==> src/rtl/evt_irq_pkg.sv <==
package evt_irq_pkg;
   // level inputs, packed order used by the top
   localparam int LVL_W     = 5;
   localparam int L_OPEN    = 0;
   localparam int L_SHORT   = 1;
   localparam int L_FLOSS   = 2;
   localparam int L_MFLOSS  = 3;
   localparam int L_SPACE   = 4;

   // status bit positions
   localparam int EV_W      = 5;
   localparam int B_LINECHG = 0;
   localparam int B_POOL    = 1;
   localparam int B_FAREC   = 2;
   localparam int B_FALOSS  = 3;
   localparam int B_MFAREC  = 4;

   typedef logic [LVL_W-1:0] lvl_t;
   typedef logic [EV_W-1:0]  ev_t;

   function automatic ev_t map_events(lvl_t rise, lvl_t fall, lvl_t chg);
      ev_t e;
      e            = '0;
      e[B_LINECHG] = rise[L_OPEN] | chg[L_SHORT];
      e[B_POOL]    = rise[L_SPACE];
      e[B_FAREC]   = fall[L_FLOSS];
      e[B_FALOSS]  = rise[L_FLOSS];
      e[B_MFAREC]  = fall[L_MFLOSS];
      return e;
   endfunction
endpackage

==> src/rtl/evt_edge_det.sv <==
module evt_edge_det #(
   parameter int W = 5
) (
   input  logic         clk,
   input  logic         rst,
   input  logic [W-1:0] lvl,
   output logic [W-1:0] rise,
   output logic [W-1:0] fall,
   output logic [W-1:0] chg
);
   if (W < 1) begin : g_bad_w
      $error("evt_edge_det: W must be at least 1");
   end

   logic [W-1:0] lvl_q;

   always_ff @(posedge clk) begin
      if (rst) lvl_q <= '0;
      else     lvl_q <= lvl;
   end

   for (genvar i = 0; i < W; i++) begin : g_bit
      assign rise[i] =  lvl[i] & ~lvl_q[i];
      assign fall[i] = ~lvl[i] &  lvl_q[i];
      assign chg[i]  =  lvl[i] ^  lvl_q[i];
   end
endmodule

==> src/rtl/evt_status_latch.sv <==
module evt_status_latch #(
   parameter int W = 5
) (
   input  logic         clk,
   input  logic         rst,
   input  logic [W-1:0] ev,
   input  logic [W-1:0] mask,
   input  logic         vis,
   input  logic         rd,
   output logic [W-1:0] status,
   output logic [W-1:0] status_nxt
);
   if (W < 1) begin : g_bad_w
      $error("evt_status_latch: W must be at least 1");
   end

   logic [W-1:0] accept;
   logic [W-1:0] kept;

   always_comb begin
      accept     = ev & (~mask | {W{vis}});
      kept       = rd ? '0 : status;
      status_nxt = kept | accept;
   end

   always_ff @(posedge clk) begin
      if (rst) status <= '0;
      else     status <= status_nxt;
   end
endmodule

==> src/rtl/evt_irq_drive.sv <==
module evt_irq_drive #(
   parameter int W        = 5,
   parameter bit ACT_LOW  = 1'b1
) (
   input  logic         clk,
   input  logic         rst,
   input  logic [W-1:0] status,
   input  logic [W-1:0] status_nxt,
   input  logic [W-1:0] mask,
   output logic         summary,
   output logic         irq_pin
);
   if (W < 1) begin : g_bad_w
      $error("evt_irq_drive: W must be at least 1");
   end

   logic pend_nxt;
   logic irq_q;

   assign summary  = |(status & ~mask);
   assign pend_nxt = |(status_nxt & ~mask);

   if (ACT_LOW) begin : g_low
      always_ff @(posedge clk) begin
         if (rst) irq_q <= 1'b1;
         else     irq_q <= ~pend_nxt;
      end
   end else begin : g_high
      always_ff @(posedge clk) begin
         if (rst) irq_q <= 1'b0;
         else     irq_q <= pend_nxt;
      end
   end

   assign irq_pin = irq_q;
endmodule

==> src/rtl/evt_irq_status.sv <==
module evt_irq_status #(
   parameter int STATUS_W = evt_irq_pkg::EV_W
) (
   input  logic                clk,
   input  logic                rst,
   input  logic                line_open,
   input  logic                line_short,
   input  logic                frame_loss,
   input  logic                mframe_loss,
   input  logic                pool_space,
   input  logic [STATUS_W-1:0] irq_mask,
   input  logic                vis_mode,
   input  logic                rd_stb,
   output logic [STATUS_W-1:0] status,
   output logic                summary,
   output logic                irq_n
);
   import evt_irq_pkg::*;

   if (STATUS_W != EV_W) begin : g_bad_w
      $error("evt_irq_status: STATUS_W must equal the event count");
   end

   lvl_t          lvl_vec;
   lvl_t          lvl_rise, lvl_fall, lvl_chg;
   logic [STATUS_W-1:0] ev_vec;
   logic [STATUS_W-1:0] status_nxt;

   always_comb begin
      lvl_vec           = '0;
      lvl_vec[L_OPEN]   = line_open;
      lvl_vec[L_SHORT]  = line_short;
      lvl_vec[L_FLOSS]  = frame_loss;
      lvl_vec[L_MFLOSS] = mframe_loss;
      lvl_vec[L_SPACE]  = pool_space;
   end

   evt_edge_det #(.W(LVL_W)) u_edge (
      .clk  (clk),
      .rst  (rst),
      .lvl  (lvl_vec),
      .rise (lvl_rise),
      .fall (lvl_fall),
      .chg  (lvl_chg)
   );

   assign ev_vec = map_events(lvl_rise, lvl_fall, lvl_chg);

   evt_status_latch #(.W(STATUS_W)) u_latch (
      .clk        (clk),
      .rst        (rst),
      .ev         (ev_vec),
      .mask       (irq_mask),
      .vis        (vis_mode),
      .rd         (rd_stb),
      .status     (status),
      .status_nxt (status_nxt)
   );

   evt_irq_drive #(.W(STATUS_W), .ACT_LOW(1'b1)) u_drive (
      .clk        (clk),
      .rst        (rst),
      .status     (status),
      .status_nxt (status_nxt),
      .mask       (irq_mask),
      .summary    (summary),
      .irq_pin    (irq_n)
   );
endmodule

==> config.mk <==
export PLATFORM = sky130hd
export DESIGN_NAME = evt_irq_status
export DESIGN_NICKNAME = d
export VERILOG_FILES = /design/src/rtl/evt_irq_pkg.sv /design/src/rtl/evt_edge_det.sv /design/src/rtl/evt_status_latch.sv /design/src/rtl/evt_irq_drive.sv /design/src/rtl/evt_irq_status.sv
export SDC_FILE = /design/constraint.sdc
export NUM_CORES = 1
export LEC_CHECK = 0
export BUFFER_PORTS_ARGS = -buffer_cell sky130_fd_sc_hd__buf_2
export CORE_AREA = 2 2 39 41
export DETAILED_ROUTE_END_ITERATION = 12
export DIE_AREA = 0 0 41 43
export SYNTH_ARGS = -nofsm -noshare
export SYNTH_HDL_FRONTEND = slang
export SYNTH_SLANG_ARGS = --single-unit
==> constraint.sdc <==
create_clock -name clk -period 2.65 [get_ports clk]
set_input_delay 0.1325 -clock clk [delete_from_list [all_inputs] [get_ports clk]]
set_output_delay 0.1325 -clock clk [all_outputs]
set_load 0.01 [all_outputs]
==> summary.md, run 1 <==
| Metric | Value |
|---|---|
| Yosys top cell area share | 0.4433 |
| Post-CTS Setup Inserts | 0 |
| TritonRoute pass-1 iters | 4 |
| Clk buf depth | 2 |
| Clock Latency Late Sink | 0.27 ns |
| # diodes | 0 |
| Max incr delay on CP | 0.35 ns |
| CP arrival | 1.28 ns |
| Fin. max-slew vios | 0 |
| CP Class | reg -> out |
| Crit path required time | 2.52 ns |
| Starting Density | 0.3590 |
| Port buffer count | 20 |
| Share of cells above drive strength 1 | 0.3210 |
| Routability congestion estimate | 0.7131 |
| Synthesized net count | 71 |
| Routed Antenna Nets | 0 |
| Ports | 21 |
| NetSw | 0.09224 mW |
| DP HPWL | 797.5 um |
| # setup viols final | 0 |
| Synth Area per Inst | 8.714 sq um |
| TritonCTS clock tree | built |
| Switching portion of total power | 0.2592 |
| Power share of the sequential group | 0.505 |
| Synth area leaders | dfxtp_1 (44%), nand2b_1 (10%), nor2b_1 (7.6%) |
| Total placed cells including tap cells | 93 |
| Outcome | completed |
| # DRC | 0 |
| Worst slew pin tran | 0.3156 ns |
| Syn Inst Count | 57 |
| Tmin final | 1.408 ns |
| Hold Vio Cnt, Final | 0 |
| TritonCTS Buffers | 3 |
| Area grow syn2layout | 29.47% |
| Crit-path cells | a222oi_1, o221ai_1, buf_2 |
| Core area | 0.001384 sq mm |
| Post-CTS Hold Buffers | 0 |
| Synth cell types | 16 |
| Combinational power share | 0.163 |
| Crit Path Max Fanout | 3 |
| F_max | 0.7104 GHz |
| Drt wl/cell | 10.31 um |
| GR Util All Layers | 0.1544 |
| Share of the yosys chip area belonging to registers | 0.4433 |
| Worst min-delay path class | in -> reg |
| DR iter-0 viols | 4 |
| Largest net degree at the start of global routing | 9 |
| Setup TNS | 0 ns |
| Clock transition at the registers of the reported paths | 0.07 ns |
| Max VDD drop | 0.2696 mV |
| Gr ovfl total | 0 |
| Initial antenna violation count | 0 |
| Floorplan row count | 14 |
| Internal power | 0.2636 mW |
| Critical Path Start Type | flip-flop |
| Max-cap check violation count | 0 |
| Layout Cells excl Fill | 97 |
| Setup Skew | 0.004464 ns |
| Flops & latches, synth | 11 |
| Via count | 457 |
| Synthesis Warnings | 0 |
| Synth area leader | dfxtp_1 |
| Post-CTS sizing | 0 |
| Die area | 0.001763 sq mm |
| Post-synthesis cell area | 496.7 sq um |
| Static Leak | 0.3051 nW |
| Routed wire length | 1.000 mm |
| Post-DP Area | 616.8 sq um |
| Post-route cell area | 643.1 sq um |
| RSZ-0062 raised after global routing | false |
| CTS Sinks | 11 |
| Die height | 43 um |
| H-tree levels | 1 |
| Clock power frac | 0.332 |
| Vias per std cell | 4.711 |
| Vias in the first global route | 410 |
| Clock Tree Root | clkbuf_4 |
| Final Cycle Share | 0.5312 |
| Critical-path top delay cell | a222oi_1 |
| FF-to-FF setup slack | 1.54 ns |
| Layout Nets | 96 |
| Cell area power density | 553.3 mW/mm^2 |
| Chip Width | 41 um |
| Crit path capture type | output port |
| Worst slew margin | 0.7896 |
| First-pass GRT wire length | 1.731 mm |
==> cells by family (layout without fill, tap and decap cells) <==
| family | Yosys count | in the layout | synth area share |
|---|---|---|---|
| AND/OR/NAND/NOR | 24 | 24 | 0.2897 |
| flip-flops | 11 | 11 | 0.4433 |
| buffers and inverters | 7 | 31 | 0.05291 |
| AO/OA/AOI/OAI | 14 | 14 | 0.1965 |
| XOR/XNOR | 1 | 1 | 0.01764 |
==> metal layers <==
| metal | share of wire | track usage |
|---|---|---|
| met4 | 0.034 | 0.1400 |
| met2 | 0.48 | 0.2000 |
| met1 | 0.43 | 0.1928 |
| met5 | 0 | 0 |
| met3 | 0.054 | 0.04712 |
==> state kept, by name (all words and copies together), names as in the netlist <==
signal	cells
u_drive.irq_pin	1
u_edge.lvl_q	5
u_latch.status	5
==> Yosys cell counts <==
library cell	instances
o221ai_1	1
inv_1	7
nor2_1	4
or2b_2	1
nor2b_1	6
o31a_1	1
and2_1	4
o41ai_2	1
o21ai_0	5
a21oi_2	1
xnor2_1	1
a222oi_1	1
nand2b_1	8
dfxtp_1	11
and2b_1	1
a21oi_1	4
==> worst paths after layout <==
| path | start | endpoint | depth (start not counted) |
|---|---|---|---|
| min reg2reg | u_latch.status[3]$_SDFF_PP0_ | u_latch.status[3]$_SDFF_PP0_ | 3 |
| min | line_open | u_edge.lvl_q[0]$_SDFF_PP0_ | 3 |
| max | u_latch.status[0]$_SDFF_PP0_ | summary | 3 |
| max reg2reg | u_latch.status[1]$_SDFF_PP0_ | u_drive.irq_pin$_SDFF_PP1_ | 4 |
==> final cells by class <==
type | instances | area, sq um
fill | 153 | 740.7
multi-input combinational | 39 | 250.2
sequential | 11 | 220.2
timing repair buffer | 20 | 100.1
clock buffer | 4 | 26.28
inverter | 7 | 26.28
tap | 16 | 20.02
==> worst max-delay path, delay by kind of cell, from the launching register on <==
family                 cells  cell delay, ns
buffers and inverters      1            0.16
AO/OA/AOI/OAI              2            0.52
flip-flops                 1            0.32
==> power groups by stage <==
| stage | combinational [mW] | clock (mW) | sequential (mW) |
|---|---|---|---|
| 2_1_floorplan | 0.0287 | 0 | 0.187 |
| 3_3_place_gp | 0.0583 | 0 | 0.183 |
| 3_5_place_dp | 0.0584 | 0 | 0.184 |
| 4_1_cts | 0.0588 | 0.122 | 0.180 |
| 5_1_grt | 0.0655 | 0.131 | 0.181 |
| 6_report | 0.0579 | 0.118 | 0.180 |
==> cells in the final DEF (no fill, tap or decap), drive strengths merged, types with 4 or more instances in the layout <==
master and instances:
a21oi 5, o21ai 5, nor2 4, nand2b 8, buf 20, nor2b 6
and2 4, clkbuf 4, dfxtp 11, inv 7
==> stage by stage <==
stage               utilization  worst slack (ns)  power, mW  hold slack, ns
floorplan                     -             1.535     0.2154          0.1992
global placement         0.4458             1.532     0.2417          0.3554
detailed placement       0.4458             1.513     0.2423          0.3658
CTS                      0.4647             1.209     0.3611         0.08113
global route             0.4647             1.205     0.3770          0.1052
finish                   0.4647             1.242     0.3558         0.08377
(Power assumes the default switching activity.)
==> run 2: changes to the inputs <==
Settings changed: ABC_AREA from default to 1, PLACE_DENSITY from default to 0.66.
Clock period 2.65 ns to 1.3 ns, I/O delays scaled along.
==> summary.md, run 2 <==
| Metric | Value |
|---|---|
| Final Cycle Share | 0.9080 |
| Most frequent cells in the layout | nand2_1 (34), buf_2 (20), inv_1 (16) |
| Critical-path top delay cell | dfxtp_1 |
| Vias per std cell | 4.221 |
| Post-synth EDFFs | 0 |
| Crit path required time | 1.24 ns |
| CP arrival | 1.12 ns |
| Crit path capture type | output port |
| Flops & latches, synth | 11 |
| Worst Hold Slack | 0.008667 ns |
| GR Util All Layers | 0.1342 |
| Max-cap check violation count | 0 |
| Post-CTS Hold Buffers | 0 |
| Vias in the first global route | 418 |
| Worst min-delay path class | in -> reg |
| Die area | 0.001763 sq mm |
| Area grow syn2layout | 25.92% |
| Worst slew pin tran | 0.2203 ns |
| Synthesis Warnings | 0 |
| Clock Latency Late Sink | 0.27 ns |
| Delay-heaviest family, CP | flip-flops |
| Tmin final | 1.180 ns |
| Cell area power density | 1119 mW/mm^2 |
| Worst slew margin | 0.8531 |
| Synthesized net count | 97 |
| Clk buf depth | 2 |
| RSZ-0062 raised after global routing | false |
| Starting Density | 0.3698 |
| Fin util | 0.4656 |
| Die height | 43 um |
| Crit Path Max Fanout | 3 |
| WP buf/inv | 1 |
| H-tree levels | 1 |
| Post-synthesis cell area | 511.7 sq um |
| Critical Path Start Type | flip-flop |
| Post-CTS Setup Inserts | 0 |
| Area of the multi-input gates | 214.0 sq um |
| CTS Sinks | 11 |
| Clock transition at the registers of the reported paths | 0.07 ns |
| Synth cell types | 9 |
| Gr ovfl total | 0 |
| # diodes | 0 |
| Share of cells above drive strength 1 | 0.2264 |
| Ports | 21 |
| Synth top cells by count | nand2_1 (34), inv_1 (16), nor2_1 (14) |
| Routed Antenna Nets | 0 |
| F_max | 0.8471 GHz |
| Clock Tree Root | clkbuf_4 |
| Commonest non-fill, non-tap cell in the layout | nand2_1 |
| Via count | 515 |
| Largest net degree at the start of global routing | 12 |
| Max incr delay on CP | 0.33 ns |
| Post-synth ARST share | 0 |
| DP HPWL | 774.1 um |
| Routability congestion estimate | 0.6878 |
| TritonRoute pass-1 iters | 5 |
| Max VDD drop | 0.5283 mV |
| Layout Nets | 121 |
| Top-count cell post-synth | nand2_1 |
| Synth area leader | dfxtp_1 |
| Initial antenna violation count | 0 |
| Chip Width | 41 um |
| Total placed cells including tap cells | 118 |
| DR iter-0 viols | 16 |
| Hold Vio Cnt, Final | 0 |
| CP Class | reg -> out |
| Yosys top cell area share | 0.4303 |
| Synth area leaders | dfxtp_1 (43%), nand2_1 (25%), inv_1 (12%) |
| Routed wire length | 1.042 mm |
| First-pass GRT wire length | 1.580 mm |
| Fin. max-slew vios | 0 |
| Floorplan row count | 14 |
| Main synth FF type | dfxtp_1 |
| Synth Area per Inst | 6.166 sq um |
| CP most frequent cell | nand2_1 |
| Tot Pwr | 0.7211 mW |
| Fill cells | 151 |
| FF/Latch Area | 220.2 sq um |
| Port buffer count | 20 |
| Post-CTS sizing | 0 |
| Core area | 0.001384 sq mm |
| Layout Cells excl Fill | 122 |
| Syn Inst Count | 83 |
| Drt wl/cell | 8.541 um |
| # DRC | 0 |
| Static Leak | 0.4024 nW |
| Crit-path cells | nand2_1, nand2_1, a221oi_1, nand2_1, buf_2 |
| Outcome | completed |
| Share of the yosys chip area belonging to registers | 0.4303 |
| # setup viols final | 0 |
| TritonCTS Buffers | 3 |
| Setup TNS | 0 ns |
| Setup Skew | 0.001385 ns |
| TritonCTS clock tree | built |
## run 2: logic make-up after synthesis
kind of cell           after synthesis  share of synthesized area
AND/OR/NAND/NOR                     48                     0.3521
AO/OA/AOI/OAI                        6                    0.06601
buffers and inverters               18                     0.1516
flip-flops                          11                     0.4303
## run 2: area by class of cell
| class | instances | share of cell area |
|---|---|---|
| clock buffers | 4 | 0.04078 |
| flip-flops and latches | 11 | 0.3417 |
| well taps | 16 | 0.03107 |
| repair buffers | 20 | 0.1553 |
| inverters | 17 | 0.09903 |
| multi-input cells | 54 | 0.3320 |
## run 2: worst paths after layout
kind / startpoint / to / slack [ns] / depth (start not counted)
max: u_latch.status[0]$_SDFF_PP0_ / summary / 0.12 / 5
min: line_open / u_edge.lvl_q[0]$_SDFF_PP0_ / 0.009 / 3
max reg2reg: u_edge.lvl_q[2]$_SDFF_PP0_ / u_drive.irq_pin$_SDFF_PP1_ / 0.38 / 9
min reg2reg: u_latch.status[4]$_SDFF_PP0_ / u_latch.status[4]$_SDFF_PP0_ / 0.51 / 2
## run 2: metrics by stage
step | area, sq um | setup slack, ns
global route | 644.4 | 0.02841
finish | 644.4 | 0.1195
CTS | 644.4 | 0.09489
floorplan | 511.7 | 0.4380
global placement | 618.1 | 0.3808
detailed placement | 618.1 | 0.3808
## run 2: worst register-to-register path: stages, from the launching register on
cell     delay [ns]
dfxtp_1        0.33
inv_1          0.04
nor2_1         0.07
nand2_1        0.07
nand2_1        0.06
nand2_1        0.05
nand2_1        0.06
nor2_1         0.04
nor2_1         0.08
nor2_1         0.04
## run 2: metal layers
metal | GRT usage | part of all wire
met2 | 0.1750 | 0.44
met5 | 0 | 0
met4 | 0.08000 | 0
met1 | 0.1830 | 0.49
met3 | 0.04712 | 0.070
## run 2: where the power goes
group	switching [mW]	leakage (nW)	total [mW]	internal, mW
registers	0.00945	0.0912	0.367	0.358
clock network	0.116	0.0150	0.235	0.119
logic	0.0678	0.296	0.119	0.0508
total	0.194	0.402	0.721	0.527
